### config.mk
export PLATFORM = sky130hd
export DESIGN_NAME = irq_ctl
export DESIGN_NICKNAME = d
export VERILOG_FILES = /design/src/rtl/irq_ctl.sv
export SDC_FILE = /design/constraint.sdc
export NUM_CORES = 1
export LEC_CHECK = 0
export BUFFER_PORTS_ARGS = -buffer_cell sky130_fd_sc_hd__buf_2
export CELL_PAD_IN_SITES_DETAIL_PLACEMENT = 1
export CELL_PAD_IN_SITES_GLOBAL_PLACEMENT = 2
export CORE_MARGIN = 5
export CORE_UTILIZATION = 15
export CTS_BUF_LIST = sky130_fd_sc_hd__clkbuf_4 sky130_fd_sc_hd__clkbuf_8
export CTS_CLUSTER_DIAMETER = 100
export DETAILED_ROUTE_END_ITERATION = 12
export HOLD_SLACK_MARGIN = 0.1
export PLACE_DENSITY = 0.86
export SETUP_SLACK_MARGIN = 0.2
export SYNTH_ARGS = -nofsm -noshare
export SYNTH_HDL_FRONTEND = slang
export SYNTH_SLANG_ARGS = --single-unit
### constraint.sdc
create_clock -name clk -period 1.33 [get_ports clk]
set_input_delay 0.1995 -clock clk [delete_from_list [all_inputs] [get_ports clk]]
set_output_delay 0.1995 -clock clk [all_outputs]
set_load 0.005 [all_outputs]
### src/rtl/irq_ctl.sv
module irq_ctl #(
  parameter int ADDR_W   = 9,
  parameter int DATA_W   = 32,
  parameter int REG_BASE = 'h20
) (
  input  logic              clk,
  input  logic              rst_n,
  input  logic [ADDR_W-1:0] bus_addr,
  input  logic              bus_wr,
  input  logic [DATA_W-1:0] bus_wdata,
  output logic [DATA_W-1:0] bus_rdata,
  input  logic              ev_rx_done,
  input  logic              ev_tx_done,
  input  logic              ev_tx_err,
  output logic              irq,
  output logic [1:0]        svc_id
);
  localparam int NSRC = 3;
  localparam logic [ADDR_W-1:0] A_CLR  = ADDR_W'(REG_BASE);
  localparam logic [ADDR_W-1:0] A_SET  = ADDR_W'(REG_BASE + 4);
  localparam logic [ADDR_W-1:0] A_MASK = ADDR_W'(REG_BASE + 8);
  localparam logic [ADDR_W-1:0] A_STAT = ADDR_W'(REG_BASE + 12);

  logic [NSRC-1:0] mask_q, pend_q, ev, act, wbits;

  assign ev    = {ev_tx_err, ev_tx_done, ev_rx_done};
  assign wbits = bus_wdata[NSRC-1:0];
  assign act   = pend_q & mask_q;

  always_ff @(posedge clk or negedge rst_n) begin
    if (!rst_n) begin
      mask_q <= '0;
      pend_q <= '0;
      irq    <= 1'b0;
    end else begin
      if (bus_wr && bus_addr == A_SET) mask_q <= mask_q | wbits;
      else if (bus_wr && bus_addr == A_CLR) mask_q <= mask_q & ~wbits;
      if (bus_wr && bus_addr == A_STAT) pend_q <= (pend_q & ~wbits) | ev;
      else pend_q <= pend_q | ev;
      irq <= |act;
    end
  end

  assign svc_id = act[0] ? 2'd1 : act[2] ? 2'd2 : act[1] ? 2'd3 : 2'd0;

  always_comb begin
    bus_rdata = '0;
    if (bus_addr == A_MASK) bus_rdata[NSRC-1:0] = mask_q;
    else if (bus_addr == A_STAT) bus_rdata[NSRC-1:0] = pend_q;
  end
endmodule


==> results of run 1 <==
worst max-delay path: stages (launching register included):
cell and delay, ns:
sky130_fd_sc_hd__dfrtp_1 0.41, sky130_fd_sc_hd__a22oi_2 0.22, sky130_fd_sc_hd__a21oi_1 0.06, sky130_fd_sc_hd__buf_2 0.13
power by group through the flow:
| stage | Combinational [mW] | Clock (mW) | Sequential [mW] |
|---|---|---|---|
| finish | 0.109 | 0.319 | 0.222 |
| floorplan | 0.104 | 0 | 0.224 |
| CTS | 0.104 | 0.324 | 0.222 |
| global placement | 0.0901 | 0 | 0.224 |
| detailed placement | 0.0918 | 0 | 0.224 |
| global route | 0.125 | 0.330 | 0.223 |
cell usage after synthesis (all sizes together):
library cell	count
nand4	3
nor4	1
a22oi	1
nor4b	1
nand3	5
clkbuf	1
dfrtp	7
a21o	3
mux2i	3
nor3	1
buf	29
mux2	3
conb	1
nand2	4
and4	3
nor2	3
a21oi	1
area by class of cell:
cell class	instances	area, sq um	area share (%)
multi-input cells	61	367	43.1
repair buffers	32	198	23.2
flip-flops and latches	7	175	20.6
well taps	50	62.6	7.35
clock buffers	4	48.8	5.74
routing by layer:
layer / global-route usage, % / vias up
li1: - / 253
met1: 4.82 / 234
met2: 9.67 / 26
met3: 1.20 / 4
met4: 4.15 / 0
met5: 0 / -
metrics by stage:
step / power [mW] / hold slack, ns
4_1_cts: 0.650 / 0.149
3_3_place_gp: 0.314 / 0.0390
6_report: 0.649 / 0.150
2_1_floorplan: 0.328 / -0.0961
5_1_grt: 0.678 / 0.168
3_5_place_dp: 0.316 / 0.0416
what timing repair did:
action | 4_1_cts | 5_1_grt
hold endpoints to repair | 7 | 0
setup endpoints to repair | 6 | 8
pin swaps | 8 | 3
resized for setup | 5 | 2
setup buffers | 4 | 2
hold buffers | 1 | 0
cells in the final DEF, fill, tap and decap left out, drive strengths merged:
master       synthesis  layout
nor2                 3       3
a21o                 3       3
dlygate4sd3          0       1
nand3                5       5
mux2                 3       3
a22oi                1       1
mux2i                3       3
nor3                 1       1
nor4b                1       1
and4                 3       3
dfrtp                7       7
nor4                 1       1
nand4                3       3
clkbuf               1       4
buf                 29      31
a21oi                1       1
conb                 1      29
nand2                4       4
final timing paths:
check	from	end	slack, ns	cells after the start
min	ev_rx_done	pend_q[0]	0.15	2
min in group asynchronous	rst_n	irq	0.33	2
min reg2reg	pend_q[0]	pend_q[0]	0.53	1
max reg2reg	flop	irq	0.31	4
max in group asynchronous	rst_n	asynchronous set/reset pin	0.84	2
max	flop	svc_id[1]	0.09	3
logic make-up after synthesis:
group,count (synthesis),share of synthesized area (%)
AO/OA/AOI/OAI,5,5.55
other,1,0.595
buffers and inverters,30,35.1
flip-flops,7,27.8
AND/OR/NAND/NOR,21,20.8
multiplexers,6,10.1
==> summary.md, run 1 <==
• result of the run: finished clean
• TritonCTS clock tree: done
• final-stage net count: 152
• starting density of the core: 15.7%
• worst hold path class: input pin to flop
• worst skew pair latency: 0.23 ns
• vias in the first global route: 522
• number of library cell types mapped by synthesis: 17
• kind of start point of the critical path: flop
• count of maximum capacitance violations: 0
• first-pass GRT wire length: 2.19 mm
• total congestion overflow: 0
• P_leak: 0.442 nW
• Cells after DPL: 143
• area growth from synthesis to layout: 34.9%
• cell-internal power: 495 uW
• Die Area: 5600 sq um
• synthesized instance count: 70
• top sig layer: met4
• vertical extent of the die: 74.8 microns
• number of fill cells: 494
• final critical-path share of the clock period: 93.6%
• Worst Setup Slack, final: 0.0851 ns
• number of warnings issued by yosys: 0
• final weighted congestion in routability-driven placement: 0.691
• worst path arrival time: 1.05 ns
• total routed wirelength: 1.66 mm
• Placed Area: 713 sq um
• unrepaired setup endpoints after global routing: true
• sw power: 155 uW
• TritonRoute pass-1 iters: 2
• Mapped Avg Cell Area: 9.01 sq um
• Max Buffers Root-to-Sink: 2
• Post-Route M1 WL: 507 microns
• portion of total power attributed to combinational logic: 16.8%
• design area: 851 sq um
• # clock sinks: 7
• final core utilization: 21.1%
• post-place setup slack: -0.0488 ns
• number of antenna cells inserted: 0
• cell types occupying the most area after synthesis: sky130_fd_sc_hd__buf_4 (35%), sky130_fd_sc_hd__dfrtp_1 (28%), sky130_fd_sc_hd__mux2_1 (5.4%)
• DR iter-0 viols: 10
• number of buffers created by CTS: 3
• sum of net half-perimeters after detailed placement: 1.35 mm
• sequential cell area fraction in the yosys report: 27.8%
• Net Sw Frac: 23.8%
• crit path kind: flop to primary output
• worst supply voltage drop on vdd: 173 uV
• CTS clock-pin slew for the worst setup and hold paths: 0.04 ns
• total routing usage reported by global routing: 5.22%
• floorplan row count: 23
• antenna violations before repair: 0
• core footprint: 4030 sq um
• Pins Over Slew Limit: 0
• FMAX: 803 MHz
• top cell type's share of synthesized area: 34.5%
• post-detailed-route DRC marker count: 0
• via/cell ratio: 3.36
• maximum number of pins on one net before global-route repair: 10
• cell area after synthesis: 631 sq um
• required time reported for the critical path endpoint: 1.13 ns
• Final Instance Count excl. Fillers: 154
• post-synthesis sequential element count: 7
• endpoints failing setup: 0
• min Tclk post-route: 1.24 ns
• type of element capturing the critical path: primary output
• Avg WL per Cell: 10.8 microns
• final number of hold-violating endpoints: 0
• clock tree skew after final layout: 0.000899 ns
• Ports: 82
• number of port buffers: 23
• maximum level of the CTS H-tree: 1
• post-route ant nets: 0
• total negative slack: 0 ns
• Horiz. Die Dim: 74.8 microns
• largest driver fanout on the critical path: 4
• share of total power in the clock network: 49.1%
• root cell of the clock tree: sky130_fd_sc_hd__clkbuf_8
• PD cells: 763 nW/um^2
• cell taking the most area after synthesis: sky130_fd_sc_hd__buf_4
• amount of wire on met3 after detailed routing: 179 microns
• share of cells above drive strength 1: 40.4%
• number of vias in the routed layout: 517
• sum of met2 wire segment lengths after detailed routing: 934 microns
• fraction of power consumed by sequential logic: 34.2%
Power figures use the tool's default switching activity.
==> run 2, diff against run 1 <==
- CELL_PAD_IN_SITES_GLOBAL_PLACEMENT: 2 -> 1
- CORE_UTILIZATION: 15 -> 21
- PLACE_DENSITY: 0.86 -> 0.87
==> summary.md, run 2 (synthesis gave the netlist of run 1 again) <==
• final weighted congestion in routability-driven placement: 0.780, +13%
• crit path kind: flop to primary output
• count of maximum capacitance violations: 0, unchanged
• post-place setup slack: -0.0791 ns, -0.0303 ns
• via/cell ratio: 4.00, +19%
• maximum number of pins on one net before global-route repair: 10, unchanged
• P_leak: 0.421 nW, -4.8%
• floorplan row count: 19, -17%
• Horiz. Die Dim: 64.8 microns, -13%
• Cells after DPL: 124, -13%
• first-pass GRT wire length: 2.46 mm, +12%
• # clock sinks: 7, unchanged
• worst skew pair latency: 0.26 ns, +0.03 ns
• number of port buffers: 23, unchanged
• total routing usage reported by global routing: 7.89%, +2.7 points
• final core utilization: 28.2%, +7.1 points
• cell-internal power: 400 uW, -19%
• sw power: 152 uW, -1.6%
• number of buffers created by CTS: 3, unchanged
• number of fill cells: 348, -30%
• number of vias in the routed layout: 528, +2.1%
• sum of net half-perimeters after detailed placement: 1.42 mm, +5.0%
• post-detailed-route DRC marker count: 0, unchanged
• Pins Over Slew Limit: 0, unchanged
• TritonCTS clock tree: done
• final-stage net count: 149, -2.0%
• worst hold path class: input pin to flop
• share of cells above drive strength 1: 37.6%, -2.8 points
• design area: 798 sq um, -6.2%
• result of the run: finished clean
• total congestion overflow: 0, unchanged
• starting density of the core: 22.3%, +6.6 points
• Max Buffers Root-to-Sink: 2, unchanged
• root cell of the clock tree: sky130_fd_sc_hd__clkbuf_4
• Global Route met2 Usage: 12.6%, +3.0 points
• endpoints failing setup: 0, unchanged
• vertical extent of the die: 64.8 microns, -13%
• share of total power in the clock network: 39.9%, -9.2 points
• FMAX: 761 MHz, -5.2%
• PD cells: 692 nW/um^2, -9.4%
• most used routing layer: met2
• worst supply voltage drop on vdd: 280 uV, +62%
• fraction of power consumed by sequential logic: 40.1%, +5.9 points
• Ports: 82, unchanged
• Worst Setup Slack, final: 0.0166 ns, -0.0685 ns
• antenna violations before repair: 0, unchanged
• clock tree skew after final layout: 0.00168 ns, +0.000783 ns
• type of element capturing the critical path: primary output
• TritonRoute pass-1 iters: 2, unchanged
• maximum level of the CTS H-tree: 1, unchanged
• reg-to-reg setup timing slack: 0.44 ns, +0.13 ns
• worst path arrival time: 1.11 ns, +0.06 ns
• required time reported for the critical path endpoint: 1.13 ns, about the same
• DR iter-0 viols: 15, +5
• largest driver fanout on the critical path: 4, unchanged
• number of antenna cells inserted: 0, unchanged
• Avg WL per Cell: 13.0 microns, +21%
• final critical-path share of the clock period: 98.8%, +5.1 points
• portion of total power attributed to combinational logic: 19.9%, +3.1 points
• vias in the first global route: 557, +6.7%
• Net Sw Frac: 27.5%, +3.7 points
• area growth from synthesis to layout: 26.6%
• final number of hold-violating endpoints: 0, unchanged
• CTS clock-pin slew for the worst setup and hold paths: 0.05 ns, about the same
• total negative slack: 0 ns, unchanged
• Final Instance Count excl. Fillers: 132, -14%
• total routed wirelength: 1.72 mm, +3.6%
• M3 GR Usage: 3.28%, +2.1 points
• min Tclk post-route: 1.31 ns, +0.0685 ns
• core footprint: 2830 sq um, -30%
• highest-count cells in the layout ignoring fill and taps: sky130_fd_sc_hd__conb_1 (29), sky130_fd_sc_hd__buf_2 (20), sky130_fd_sc_hd__dfrtp_1 (7)
• Placed Area: 689 sq um, -3.3%
• met1 track demand over resource in global routing: 8.39%, +3.6 points
• unrepaired setup endpoints after global routing: true
• kind of start point of the critical path: flop
• Die Area: 4200 sq um, -25%
• most common cell after layout, fill and taps aside: sky130_fd_sc_hd__conb_1
• post-route ant nets: 0, unchanged
-- run 2: metal layers --
metal	routed length [microns]	share of wire (%)
met4	36	2.1
met5	0	0
met3	210	12
met2	800	47
met1	669	39
-- run 2: metrics by stage --
step           power (mW)  hold WS, ns
3_5_place_dp        0.317       0.0433
5_1_grt             0.584        0.116
2_1_floorplan       0.328      -0.0961
6_report            0.552        0.121
3_3_place_gp        0.313       0.0343
4_1_cts             0.556        0.114
-- run 2: final timing paths --
check	from	to	depth (start not counted)
hold / removal	ev_tx_done	pend_q[1]	2
max in group asynchronous	rst_n	irq	2
hold reg to reg	pend_q[0]	pend_q[0]	1
setup reg to reg	flop	irq	2
setup / recovery	flop	svc_id[1]	3
min in group asynchronous	rst_n	pend_q[1]	2
-- run 2: cell type report --
class	count	area, sq um	area share (%)
Clock buffer	4	30.0	3.76
Multi-Input combinational cell	61	373	46.7
Sequential cell	7	175	21.9
Timing Repair Buffer	29	181	22.7
Tap cell	31	38.8	4.86
-- run 2: timing repair --
item,in CTS,in global routing
hold buffers,1,0
hold endpoints to repair,7,0
endpoints found under the setup margin,6,6
setup buffers,3,0
gates resized for setup,5,3
pin swaps,5,5
-- run 2: power groups by stage --
stage | Combinational, mW | Clock [mW] | Sequential, mW
2_1_floorplan | 0.104 | 0 | 0.224
3_3_place_gp | 0.0880 | 0 | 0.225
3_5_place_dp | 0.0924 | 0 | 0.225
4_1_cts | 0.103 | 0.231 | 0.221
5_1_grt | 0.122 | 0.239 | 0.222
6_report | 0.110 | 0.221 | 0.222
-- run 2: worst max-delay path, stage by stage (launching register included) --
cell and delay, ns:
sky130_fd_sc_hd__dfrtp_1 0.42, sky130_fd_sc_hd__a22oi_2 0.26, sky130_fd_sc_hd__a21oi_2 0.05, sky130_fd_sc_hd__buf_2 0.13
==> run 3, diff against run 2 <==
- SETUP_SLACK_MARGIN: 0.2 -> 0.05
==> summary.md, run 3 (synthesis gave the netlist of run 1 again) <==
• share of cells above drive strength 1: 37.0%, -0.62 points
• Placed Area: 683 sq um, -0.91%
• antenna violations before repair: 0, unchanged
• unrepaired setup endpoints after global routing: true
• number of vias in the routed layout: 533, +0.95%
• number of fill cells: 344, -1.1%
• worst skew pair latency: 0.24 ns, -0.02 ns
• Pins Over Slew Limit: 0, unchanged
• Max Buffers Root-to-Sink: 2, unchanged
• sum of net half-perimeters after detailed placement: 1.39 mm, -2.1%
• Ports: 82, unchanged
• highest-count cells in the layout ignoring fill and taps: sky130_fd_sc_hd__conb_1 (29), sky130_fd_sc_hd__buf_2 (22), sky130_fd_sc_hd__dfrtp_1 (7)
• vertical extent of the die: 64.8 microns, unchanged
• kind of start point of the critical path: flop
• P_leak: 0.411 nW, -2.5%
• root cell of the clock tree: sky130_fd_sc_hd__clkbuf_4
• worst path arrival time: 1.08 ns, -0.03 ns
• type of element capturing the critical path: primary output
• number of antenna cells inserted: 0, unchanged
• vias in the first global route: 554, -0.54%
• post-detailed-route DRC marker count: 0, unchanged
• final number of hold-violating endpoints: 0, unchanged
• largest driver fanout on the critical path: 4, unchanged
• result of the run: finished clean
• maximum number of pins on one net before global-route repair: 10, unchanged
• number of port buffers: 23, unchanged
• final weighted congestion in routability-driven placement: 0.738, -5.4%
• crit path kind: flop to primary output
• CP bufs+invs: 1, unchanged
• TritonRoute pass-1 iters: 3, +1
• PD cells: 693 nW/um^2, +0.17%
• design area: 766 sq um, -4.1%
• total routed wirelength: 1.65 mm, -3.9%
• first-pass GRT wire length: 2.41 mm, -2.0%
• Largest stage delay, worst path: 0.41 ns, about the same
• core footprint: 2830 sq um, unchanged
• total congestion overflow: 0, unchanged
• total routing usage reported by global routing: 7.21%, -0.68 points
• starting density of the core: 22.3%, unchanged
• critical path cell sequence: a22oi_2 > a21oi_2 > buf_2
• worst hold path class: input pin to flop
• final-stage net count: 148, -0.67%
• min Tclk post-route: 1.28 ns, -0.0377 ns
• Crit path max-delay family: flip-flops
• via/cell ratio: 4.07, +1.7%
• FMAX: 784 MHz, +3.0%
• Die Area: 4200 sq um, unchanged
• CTS clock-pin slew for the worst setup and hold paths: 0.05 ns, about the same
• TritonCTS clock tree: done
• number of buffers created by CTS: 3, unchanged
• worst supply voltage drop on vdd: 321 uV, +15%
• floorplan row count: 19, unchanged
• final critical-path share of the clock period: 95.9%, -2.8 points
• slowest CP cell: sky130_fd_sc_hd__dfrtp_1
• endpoints failing setup: 0, unchanged
• clock tree skew after final layout: 0.00184 ns, +0.000160 ns
• Avg WL per Cell: 12.6 microns, -3.2%
• post-route ant nets: 0, unchanged
• Horiz. Die Dim: 64.8 microns, unchanged
• maximum level of the CTS H-tree: 1, unchanged
• required time reported for the critical path endpoint: 1.13 ns, about the same
• most common cell after layout, fill and taps aside: sky130_fd_sc_hd__conb_1
• final core utilization: 27.1%, -1.1 points
• DR iter-0 viols: 16, +1
• # clock sinks: 7, unchanged
• area growth from synthesis to layout: 21.4%
• count of maximum capacitance violations: 0, unchanged
[run 3: cell count changes in the layout (fill, tap and decap cells not counted), sizes merged]
cell  previous run  this run
buf             28        27
[run 3: layer usage]
layer,track usage (%),vias up,part of all wire (%)
met2,12.1,44,46
li1,-,245,-
met3,3.97,2,15
met1,7.66,242,38
met4,2.37,0,0.48
met5,0,-,0
[run 3: report_power, final]
group	total (mW)	switching, mW	internal [mW]
Combinational	0.102	0.0601	0.0422
Clock	0.206	0.0719	0.134
Sequential	0.222	0.00385	0.218
[run 3: final cells by class]
class / count / area, sq um / share of cell area, %
Multi-Input combinational cell: 61 / 360 / 47.1
Sequential cell: 7 / 175 / 22.9
Timing Repair Buffer: 28 / 161 / 21.1
Tap cell: 31 / 38.8 / 5.07
Clock buffer: 4 / 30.0 / 3.92
[run 3: repair_timing]
action / 4_1_cts / 5_1_grt
setup buffers: 1 / 1
endpoints found under the setup margin: 4 / 5
hold endpoints to repair: 7 / 0
pin swaps: 2 / 6
gates resized for setup: 2 / 4
hold buffers: 1 / 0
[run 3: final timing paths]
kind,cells past startpoint,end,startpoint,slack [ns]
worst max-delay path,3,svc_id[1],flop,0.05
worst min-delay path,2,pend_q[2],ev_tx_err,0.14
worst max register to register,1,flop,flop,0.47
worst min register to register,1,pend_q[0],pend_q[0],0.57
max in group asynchronous,2,asynchronous set/reset pin,rst_n,0.84
min in group asynchronous,2,asynchronous set/reset pin,rst_n,0.32
[run 3: per-stage QoR]
| step | hold WS, ns | power, mW | cells | TNS [ns] | setup slack (ns) |
|---|---|---|---|---|---|
| finish | 0.136 | 0.531 | 131 | 0 | 0.0542 |
| global route | 0.136 | 0.565 | 131 | 0 | 0.00275 |
| CTS | 0.137 | 0.532 | 130 | 0 | 0.0447 |
| detailed placement | 0.0469 | 0.316 | 124 | -0.533 | -0.137 |
| global placement | 0.0358 | 0.312 | 124 | -0.241 | -0.0956 |
| floorplan | -0.0961 | 0.328 | 98 | 0 | 0.174 |
